`src/rtl/bshift_pkg.sv`:
```
package bshift_pkg;

   typedef enum logic [1:0] {
      OP_LSL  = 2'b00,
      OP_LSR  = 2'b01,
      OP_ROR  = 2'b10,
      OP_PASS = 2'b11
   } shop_e;

   localparam int DIR_LEFT  = 0;
   localparam int DIR_RIGHT = 1;
   localparam int DIR_ROTR  = 2;

endpackage

```
`src/rtl/bshift_stage.sv`:
```
module bshift_stage #(
   parameter int W    = 32,
   parameter int DIST = 1,
   parameter int DIR  = bshift_pkg::DIR_LEFT
) (
   input  logic [W-1:0] d_i,
   input  logic         sel_i,
   output logic [W-1:0] q_o
);

   logic [W-1:0] moved;

   generate
      if (DIST < 1 || DIST >= W) begin : g_bad
         $error("bshift_stage: DIST must lie in 1..W-1");
      end
      if (DIR == bshift_pkg::DIR_LEFT) begin : g_left
         assign moved = {d_i[W-DIST-1:0], {DIST{1'b0}}};
      end else if (DIR == bshift_pkg::DIR_RIGHT) begin : g_right
         assign moved = {{DIST{1'b0}}, d_i[W-1:DIST]};
      end else begin : g_rotr
         assign moved = {d_i[DIST-1:0], d_i[W-1:DIST]};
      end
   endgenerate

   assign q_o = sel_i ? moved : d_i;

endmodule

```
`src/rtl/bshift_core.sv`:
```
module bshift_core #(
   parameter int W     = 32,
   parameter int AMT_W = 8
) (
   input  logic [W-1:0]         operand_i,
   input  logic [AMT_W-1:0]     amount_i,
   input  bshift_pkg::shop_e    op_i,
   output logic [W-1:0]         result_o
);
   import bshift_pkg::*;

   localparam int LOG = $clog2(W);

   logic [W-1:0] l_chain [0:LOG];
   logic [W-1:0] r_chain [0:LOG];
   logic [W-1:0] o_chain [0:LOG];
   logic         too_far;

   assign l_chain[0] = operand_i;
   assign r_chain[0] = operand_i;
   assign o_chain[0] = operand_i;

   generate
      for (genvar s = 0; s < LOG; s++) begin : g_stage
         bshift_stage #(.W(W), .DIST(1 << s), .DIR(DIR_LEFT)) u_l (
            .d_i(l_chain[s]), .sel_i(amount_i[s]), .q_o(l_chain[s+1]));
         bshift_stage #(.W(W), .DIST(1 << s), .DIR(DIR_RIGHT)) u_r (
            .d_i(r_chain[s]), .sel_i(amount_i[s]), .q_o(r_chain[s+1]));
         bshift_stage #(.W(W), .DIST(1 << s), .DIR(DIR_ROTR)) u_o (
            .d_i(o_chain[s]), .sel_i(amount_i[s]), .q_o(o_chain[s+1]));
      end
   endgenerate

   // any amount bit at or above the word index width means amount >= W
   assign too_far = |amount_i[AMT_W-1:LOG];

   always_comb begin
      unique case (op_i)
         OP_LSL:  result_o = too_far ? '0 : l_chain[LOG];
         OP_LSR:  result_o = too_far ? '0 : r_chain[LOG];
         OP_ROR:  result_o = o_chain[LOG];
         default: result_o = operand_i;
      endcase
   end

endmodule

```
`src/rtl/bshift_carry.sv`:
```
module bshift_carry #(
   parameter int W     = 32,
   parameter int AMT_W = 8
) (
   input  logic [W-1:0]      operand_i,
   input  logic [AMT_W-1:0]  amount_i,
   input  bshift_pkg::shop_e op_i,
   input  logic              upd_i,
   input  logic              carry_i,
   output logic              carry_o
);
   import bshift_pkg::*;

   localparam int LOG = $clog2(W);

   logic [LOG-1:0] low_amt;
   logic [LOG-1:0] left_idx;
   logic [LOG-1:0] right_idx;
   logic           zero_amt;
   logic           beyond;

   assign low_amt   = amount_i[LOG-1:0];
   assign left_idx  = LOG'(-low_amt);          // W - n, wraps to 0 for n = W
   assign right_idx = low_amt - LOG'(1);       // n - 1 modulo W
   assign zero_amt  = (amount_i == '0);
   assign beyond    = (amount_i > AMT_W'(W));

   always_comb begin
      carry_o = carry_i;
      if (upd_i && !zero_amt) begin
         unique case (op_i)
            OP_LSL:  carry_o = beyond ? 1'b0 : operand_i[left_idx];
            OP_LSR:  carry_o = beyond ? 1'b0 : operand_i[right_idx];
            OP_ROR:  carry_o = operand_i[right_idx];
            default: carry_o = carry_i;
         endcase
      end
   end

endmodule

```
`src/rtl/bshift_oreg.sv`:
```
module bshift_oreg #(
   parameter int W   = 32,
   parameter bit REG = 1'b1
) (
   input  logic         clk,
   input  logic         rst_n,
   input  logic [W-1:0] res_i,
   input  logic         c_i,
   output logic [W-1:0] res_o,
   output logic         c_o
);

   generate
      if (REG) begin : g_reg
         always_ff @(posedge clk or negedge rst_n) begin
            if (!rst_n) begin
               res_o <= '0;
               c_o   <= 1'b0;
            end else begin
               res_o <= res_i;
               c_o   <= c_i;
            end
         end
      end else begin : g_wire
         assign res_o = res_i;
         assign c_o   = c_i;
      end
   endgenerate

endmodule

```
`src/rtl/barrel_shift_unit.sv`:
```
module barrel_shift_unit #(
   parameter int DATA_W  = 32,
   parameter int AMT_W   = 8,
   parameter bit OUT_REG = 1'b1
) (
   input  logic              clk,
   input  logic              rst_n,
   input  logic [DATA_W-1:0] operand_i,
   input  logic [AMT_W-1:0]  amount_i,
   input  logic [1:0]        op_i,
   input  logic              upd_carry_i,
   input  logic              carry_i,
   output logic [DATA_W-1:0] result_o,
   output logic              carry_o
);
   import bshift_pkg::*;

   localparam int LOG = $clog2(DATA_W);

   generate
      if (DATA_W < 2 || (DATA_W & (DATA_W - 1)) != 0) begin : g_chk_w
         $error("barrel_shift_unit: DATA_W must be a power of two");
      end
      if (AMT_W <= LOG) begin : g_chk_a
         $error("barrel_shift_unit: AMT_W must exceed log2(DATA_W)");
      end
   endgenerate

   shop_e             op;
   logic [DATA_W-1:0] res_c;
   logic              carry_c;

   assign op = shop_e'(op_i);

   bshift_core #(.W(DATA_W), .AMT_W(AMT_W)) u_core (
      .operand_i(operand_i),
      .amount_i (amount_i),
      .op_i     (op),
      .result_o (res_c)
   );

   bshift_carry #(.W(DATA_W), .AMT_W(AMT_W)) u_carry (
      .operand_i(operand_i),
      .amount_i (amount_i),
      .op_i     (op),
      .upd_i    (upd_carry_i),
      .carry_i  (carry_i),
      .carry_o  (carry_c)
   );

   bshift_oreg #(.W(DATA_W), .REG(OUT_REG)) u_oreg (
      .clk  (clk),
      .rst_n(rst_n),
      .res_i(res_c),
      .c_i  (carry_c),
      .res_o(result_o),
      .c_o  (carry_o)
   );


   logical_big_clear_chk: assert property (@(posedge clk) disable iff (!rst_n)
      ((op == OP_LSL || op == OP_LSR) && amount_i >= AMT_W'(DATA_W)) |-> (res_c == '0));


   logical_far_carry_chk: assert property (@(posedge clk) disable iff (!rst_n)
      ((op == OP_LSL || op == OP_LSR) && upd_carry_i && amount_i > AMT_W'(DATA_W))
      |-> (carry_c == 1'b0));


   ror_full_turn_chk: assert property (@(posedge clk) disable iff (!rst_n)
      (op == OP_ROR && amount_i[LOG-1:0] == '0) |-> (res_c == operand_i));


   zero_amount_chk: assert property (@(posedge clk) disable iff (!rst_n)
      (amount_i == '0) |-> (res_c == operand_i && carry_c == carry_i));


   carry_hold_chk: assert property (@(posedge clk) disable iff (!rst_n)
      (!upd_carry_i) |-> (carry_c == carry_i));


   pass_through_chk: assert property (@(posedge clk) disable iff (!rst_n)
      (op == OP_PASS) |-> (res_c == operand_i && carry_c == carry_i));

endmodule

```
`config.mk`:
```
export PLATFORM = sky130hd
export DESIGN_NAME = barrel_shift_unit
export DESIGN_NICKNAME = d
export VERILOG_FILES = /design/src/rtl/bshift_pkg.sv /design/src/rtl/bshift_stage.sv /design/src/rtl/bshift_core.sv /design/src/rtl/bshift_carry.sv /design/src/rtl/bshift_oreg.sv /design/src/rtl/barrel_shift_unit.sv
export SDC_FILE = /design/constraint.sdc
export NUM_CORES = 1
export LEC_CHECK = 0
export ABC_AREA = 1
export CAP_MARGIN = 10
export CELL_PAD_IN_SITES_DETAIL_PLACEMENT = 1
export CELL_PAD_IN_SITES_GLOBAL_PLACEMENT = 2
export CORE_MARGIN = 2
export CORE_UTILIZATION = 29
export DETAILED_ROUTE_END_ITERATION = 8
export PLACE_DENSITY_LB_ADDON = 0.1
export SLEW_MARGIN = 20
export SYNTH_ARGS = -nofsm -noshare
export SYNTH_HDL_FRONTEND = slang
export SYNTH_SLANG_ARGS = --single-unit
```
`constraint.sdc`:
```
create_clock -name clk -period 0.8 [get_ports clk]
set_input_delay 0.16 -clock clk [delete_from_list [all_inputs] [get_ports clk]]
set_output_delay 0.16 -clock clk [all_outputs]
set_load 0.03 [all_outputs]
```
Word-level counts from Yosys, hierarchy flattened
Cells that the tools add are included. Widths: inputs -> output; s select.

Register bits: 33. Latch bits: 0. RAM bits: 0. ROM bits: 0. Memories kept: 0.

$add $sub $neg: 2. $mul: 0. Divide/modulo/power cells: 0. Order comparisons: 3. Equality and inequality tests: 2. Shift-type cells: 0. Muxes and demuxes: 26. Bitwise operators: 0. Reductions and logical operators: 5.

Operator list (count): $mux 32 (17); $pmux 32 s3 (1); $lt 5x6->1 const B (2); $bmux 1 s5 (2); $gt 8x6->1 const B (1); $logic_not 8->1 (1); $mux 1 (5); $neg 5->5 (1); $sub 5x1->5 const B (1); $pmux 1 s3 (1); $reduce_or 3->1 (1); $eq 2x1->1 const B (1); $eq 2x2->1 const B (1); $logic_not 2->1 (1); $logic_and 1x1->1 (1); $logic_not 1->1 (1).

Depth between registers and ports, before layout
Word-level depth: 7. Mapped depth: 17.

Hierarchy
A second synthesis with hierarchy kept.

Cells, all modules: 1949. Area, all modules: 9709.3 um2.

Modules (own cells, without submodules): bshift_stage at u_core.g_stage[0].u_o ... (times used 3, cells an instance 104, area an instance 494.2 um2, sequential area each 0.0 um2); bshift_core (times used 1, cells an instance 250, area an instance 1121.1 um2, sequential area each 0.0 um2); bshift_stage at u_core.g_stage[2].u_o ... (times used 2, cells an instance 104, area an instance 496.7 um2, sequential area each 0.0 um2); bshift_stage at u_core.g_stage[0].u_l ... (times used 2, cells an instance 103, area an instance 490.5 um2, sequential area each 0.0 um2); bshift_stage at u_core.g_stage[3].u_l ... (times used 2, cells an instance 95, area an instance 450.4 um2, sequential area each 0.0 um2); bshift_carry (times used 1, cells an instance 176, area an instance 830.8 um2, sequential area each 0.0 um2); bshift_oreg (times used 1, cells an instance 33, area an instance 825.8 um2, sequential area each 825.8 um2); bshift_stage at u_core.g_stage[1].u_l (times used 1, cells an instance 102, area an instance 491.7 um2, sequential area each 0.0 um2); bshift_stage at u_core.g_stage[2].u_r (times used 1, cells an instance 99, area an instance 479.2 um2, sequential area each 0.0 um2); bshift_stage at u_core.g_stage[1].u_r (times used 1, cells an instance 102, area an instance 466.7 um2, sequential area each 0.0 um2); bshift_stage at u_core.g_stage[2].u_l (times used 1, cells an instance 99, area an instance 416.6 um2, sequential area each 0.0 um2); bshift_stage at u_core.g_stage[4].u_l (times used 1, cells an instance 86, area an instance 361.6 um2, sequential area each 0.0 um2); bshift_stage at u_core.g_stage[4].u_r (times used 1, cells an instance 86, area an instance 357.8 um2, sequential area each 0.0 um2).

Least setup slack after synthesis
OpenSTA, ideal clock, no wires.

Path kind: input -> register. Start point: input amount_i[1]. End point: register u_oreg.c_o. Library setup time: 0.116 ns. Data arrival time: 1.904 ns. Required time: 0.684 ns. Setup slack: -1.221 ns. Stages: 16. Cells stage by stage: buf_4 -> inv_4 -> buf_4 -> buf_4 -> ha_1 -> buf_2 -> clkinv_1 -> buf_2 -> o21ai_1 -> nand2_1 -> nand3_1 -> nand3_1 -> nand3_1 -> nand2_1 -> nand2_1 -> nand2_1.

Longest elaborated chain between the ends: 6. Elaborated cells between the ends (all ways): 14. Classes of those cells: add/sub: 2; order compare: 1; mux: 8; reduce/logical: 3.

Ends and longest elaborated chain: start: declaration (line barrel_shift_unit.sv:9) `input logic [AMT_W-1:0] amount_i,`; $sub 5x1->5 / $neg 5->5 (equally long branches) (line bshift_carry.sv:24, bshift_carry.sv:23); $bmux 1 s5 (on tied branches) (line bshift_carry.sv:33, bshift_carry.sv:34, bshift_carry.sv:32); $mux 1 (on tied branches) (line bshift_carry.sv:33, bshift_carry.sv:34, bshift_carry.sv:32); $mux 1 (on tied branches) (line bshift_carry.sv:33, bshift_carry.sv:32); $pmux 1 s3 (line bshift_carry.sv:31) `unique case (op_i)`; $mux 1 * (line bshift_carry.sv:30) `if (upd_i && !zero_amt) begin`; via carry_c (line barrel_shift_unit.sv:31) `logic carry_c;`; end signal: assignment (line bshift_oreg.sv:21) `c_o <= c_i;`; end: declaration (line bshift_oreg.sv:10) `output logic c_o`.

Mark *: on every way through the listed nets, which the timed path passes. The rest lies on a longest branch. The select of a mux whose other input is x is not followed.

Final worst setup path
Start point: input amount_i[0]. End point: register u_oreg.res_o[27].

Longest elaborated chain between the ends: 7. Elaborated cells between the ends (all ways): 18. Classes of those cells: mux: 18.

Ends and longest elaborated chain: $mux 32 (5 in series) (line bshift_stage.sv:26) `assign q_o = sel_i ? moved : d_i;`; $mux 32 (on tied branches) (line bshift_core.sv:40, bshift_core.sv:39); $pmux 32 s3 * (line bshift_core.sv:38) `unique case (op_i)`; via res_c[27] (line barrel_shift_unit.sv:30) `logic [DATA_W-1:0] res_c;`; end signal: assignment (line bshift_oreg.sv:20) `res_o <= res_i;`; end: declaration (line bshift_oreg.sv:9) `output logic [W-1:0] res_o,`.

Mark *: on every way through the listed nets, which the timed path passes. The rest lies on a longest branch.

==> qor.yml <==
grt:
  grt_pass1_vias: 9727
  grt_pass1_wl_um: 61300
  grt_start_max_net_pins: 27
  antenna_found_initial: 0
  track_usage_pct: 40.51
  grt-ovfl-total: 0
layout:
  multi_input_area_um2: 7042
  syn_to_final_growth_pct: 121.1
  layout_commonest_cell: "buf_4"
  seq_area_um2: 828.3
  drive_gt1_share_pct: 60.82
  mostFrequentLayoutCells: "buf_4, nand3_1, nand3_2"
  nets: 1437
  fill_cells: 2294
  layout.cells.non_filler: 1657
sta:
  slew_headroom_pct: 72.02
  setup_viol: 66
  finalWorstSetupSlack_ns: -0.8993
  slew_violations: 0
  finalCritPeriodShare_pct: 212.4
  timing.setup.tns_ns: -27.43
  holdWs_ns: 0.2573
  period_needed_ns: 1.699
  rsz0062_at_grt: "true"
  fmax_ghz: 0.5885
  finalHoldViolations: 0
  tightest_slew_ns: 0.4197
clocking:
  cts.path.max_buffers: 2
  cts_max_level: 2
  root_buffer: "clkbuf_16"
  tritoncts: "done"
  cts.clk_slew.worst_paths_ns: 0.07
  cts.sinks: 33
  cts_buffers: 5
synth:
  yosysTopAreaCell: "nand3_1"
  yosysWarningCount: 0
  synth-seq-area-share_pct: 14.46
  synth_seq_cells: 33
  synth_area_um2: 5709
  synth_cell_type_count: 36
  synth.area.top_cells: "nand3_1, nand2_1, dfrtp_1"
  synth_top_area_share_pct: 38.57
  synth_cells: 1032
  syn_nets: 1079
  synth_area_per_cell_um2: 5.532
floorplan:
  die-area_um2: 20830
  die_w_um: 144.3
  initial_core_util_pct: 29.43
  pin_count: 79
  placementRows: 51
  core_area_um2: 19400
  fp.dieH_um: 144.3
route:
  drc: 0
  wl_met3_um: 5265
  ant_nets: 0
  avgViaCountPerCell: 6.314
  wl_met2_um: 22220
  num_vias: 10462
  routedWlPerCell_um: 30.10
  drt_iter0_markers: 1305
  top_layer_used: "met4"
  drt_pre_antenna_iters: 6
  drt-total-wl_um: 49880
  wl_met1_um: 18680
worst_setup_path:
  worstSetupPathType: "in2reg"
  worstSetupStartpointType: "primary input"
  crit_required_ns: 0.97
  cp.arrival_ns: 1.87
  crit_fanout: 8
  setup.worst_path.end_class: "flop"
worst_hold_path:
  hold_path.class: "in2reg"
place:
  portBuffers: 78
  post-place-ws_ns: -1.704
  gp_congestion: 0.9725
  dp_cells: 1585
  dp_hpwl_um: 32220
power:
  p_per_area_nw_per_um2: 1012
  irDropWorstVdd_uv: 764.5
  p_total_mw: 12.77
  total_leakage_power_nw: 5.752
outcome:
  status: "finished with violations"
  violations: "negative setup slack"
job:
  maxCapViolCount: 0
-- registers in the layout, indices dropped and copies added (netlist names) --
name and flops:
u_oreg.c_o 1, u_oreg.res_o 32
-- critical path, stage by stage --
cell      delay, ns
buf_12         0.12
buf_12         0.13
buf_16         0.18
nand2_4        0.12
buf_4          0.14
nand2_2        0.08
o211ai_1       0.31
nand3_1        0.17
nand3_1        0.16
nand2_2        0.09
inv_1          0.08
nand3_1        0.11
-- logic make-up (layout without fill, tap and decap cells) --
kind of cell,count (synthesis),after routing,synth area share (%)
AO/OA/AOI/OAI,62,62,6.509
other,0,1,0
adder cells (fa/ha/maj),1,1,0.2191
XOR/XNOR,1,1,0.2850
flip-flops,33,33,14.46
AND/OR/NAND/NOR,832,832,69.25
buffers and inverters,103,462,9.270
-- final timing paths --
check | start | end | slack [ns] | depth (start not counted)
max in group asynchronous | rst_n | u_oreg.res_o[6] | 0.12 | 3
min in group asynchronous | rst_n | u_oreg.res_o[15] | 0.27 | 2
min | operand_i[26] | u_oreg.res_o[26] | 0.26 | 3
max | amount_i[0] | u_oreg.res_o[27] | -0.90 | 12
-- per-layer routing --
metal	GRT usage, %	vias up
met2	62.93	784
met3	6.921	224
met1	53.86	5128
li1	-	4326
met4	20.75	0
met5	0	-
-- synth_stat cells --
| master | instances |
|---|---|
| buf_2 | 33 |
| o31ai_1 | 1 |
| nand3_1 | 440 |
| xor2_2 | 1 |
| nor3_1 | 4 |
| o21ai_2 | 5 |
| nand3b_1 | 2 |
| a21oi_1 | 16 |
| nand2_1 | 247 |
| buf_6 | 1 |
| inv_4 | 2 |
| nor2_2 | 2 |
| inv_1 | 23 |
| nor2_1 | 83 |
| nand3_2 | 13 |
| dfrtp_1 | 33 |
| nand2_8 | 1 |
| clkbuf_1 | 16 |
| o21ai_0 | 9 |
| clkinv_1 | 1 |
| o211ai_2 | 1 |
| nor4_1 | 3 |
| o22a_1 | 1 |
| buf_8 | 1 |
| buf_12 | 2 |
| ha_1 | 1 |
| buf_4 | 12 |
| nand2_2 | 14 |
| inv_2 | 8 |
| o21ai_1 | 18 |
| a21oi_2 | 1 |
| nand2_4 | 8 |
| nor2_4 | 5 |
| o211ai_1 | 10 |
| buf_1 | 4 |
| nand4_1 | 10 |
-- power by group --
group          leakage (nW)  internal [mW]  switching [mW]
logic                  5.27           3.40            5.20
clock network        0.0696           1.15            1.04
registers             0.417           1.84           0.130
total                  5.75           6.39            6.38
-- final cells by class --
class	count	area share (%)
diodes	1	0.01983
clock buffers	5	0.9913
clock inverters	3	0.1388
inverters	34	1.437
multi-input cells	896	55.79
flip-flops and latches	33	6.562
well taps	265	2.627
repair buffers	418	32.28
repair inverters	2	0.1586
-- stage by stage --
| step | util, % | area [um^2] |
|---|---|---|
| floorplan | - | 6186 |
| global placement | 47.57 | 9228 |
| detailed placement | 47.57 | 9228 |
| CTS | 54.20 | 10510 |
| global route | 65.05 | 12620 |
| finish | 65.07 | 12620 |
-- timing repair --
item,CTS,global route
hold buffers,1,0
setup buffers,20,36
pin swaps,63,114
setup endpoints to repair,66,66
endpoints found under the hold margin,33,0
resized for setup,305,378
gates cloned,4,5
No activity file was read; power rests on OpenSTA's default activity.
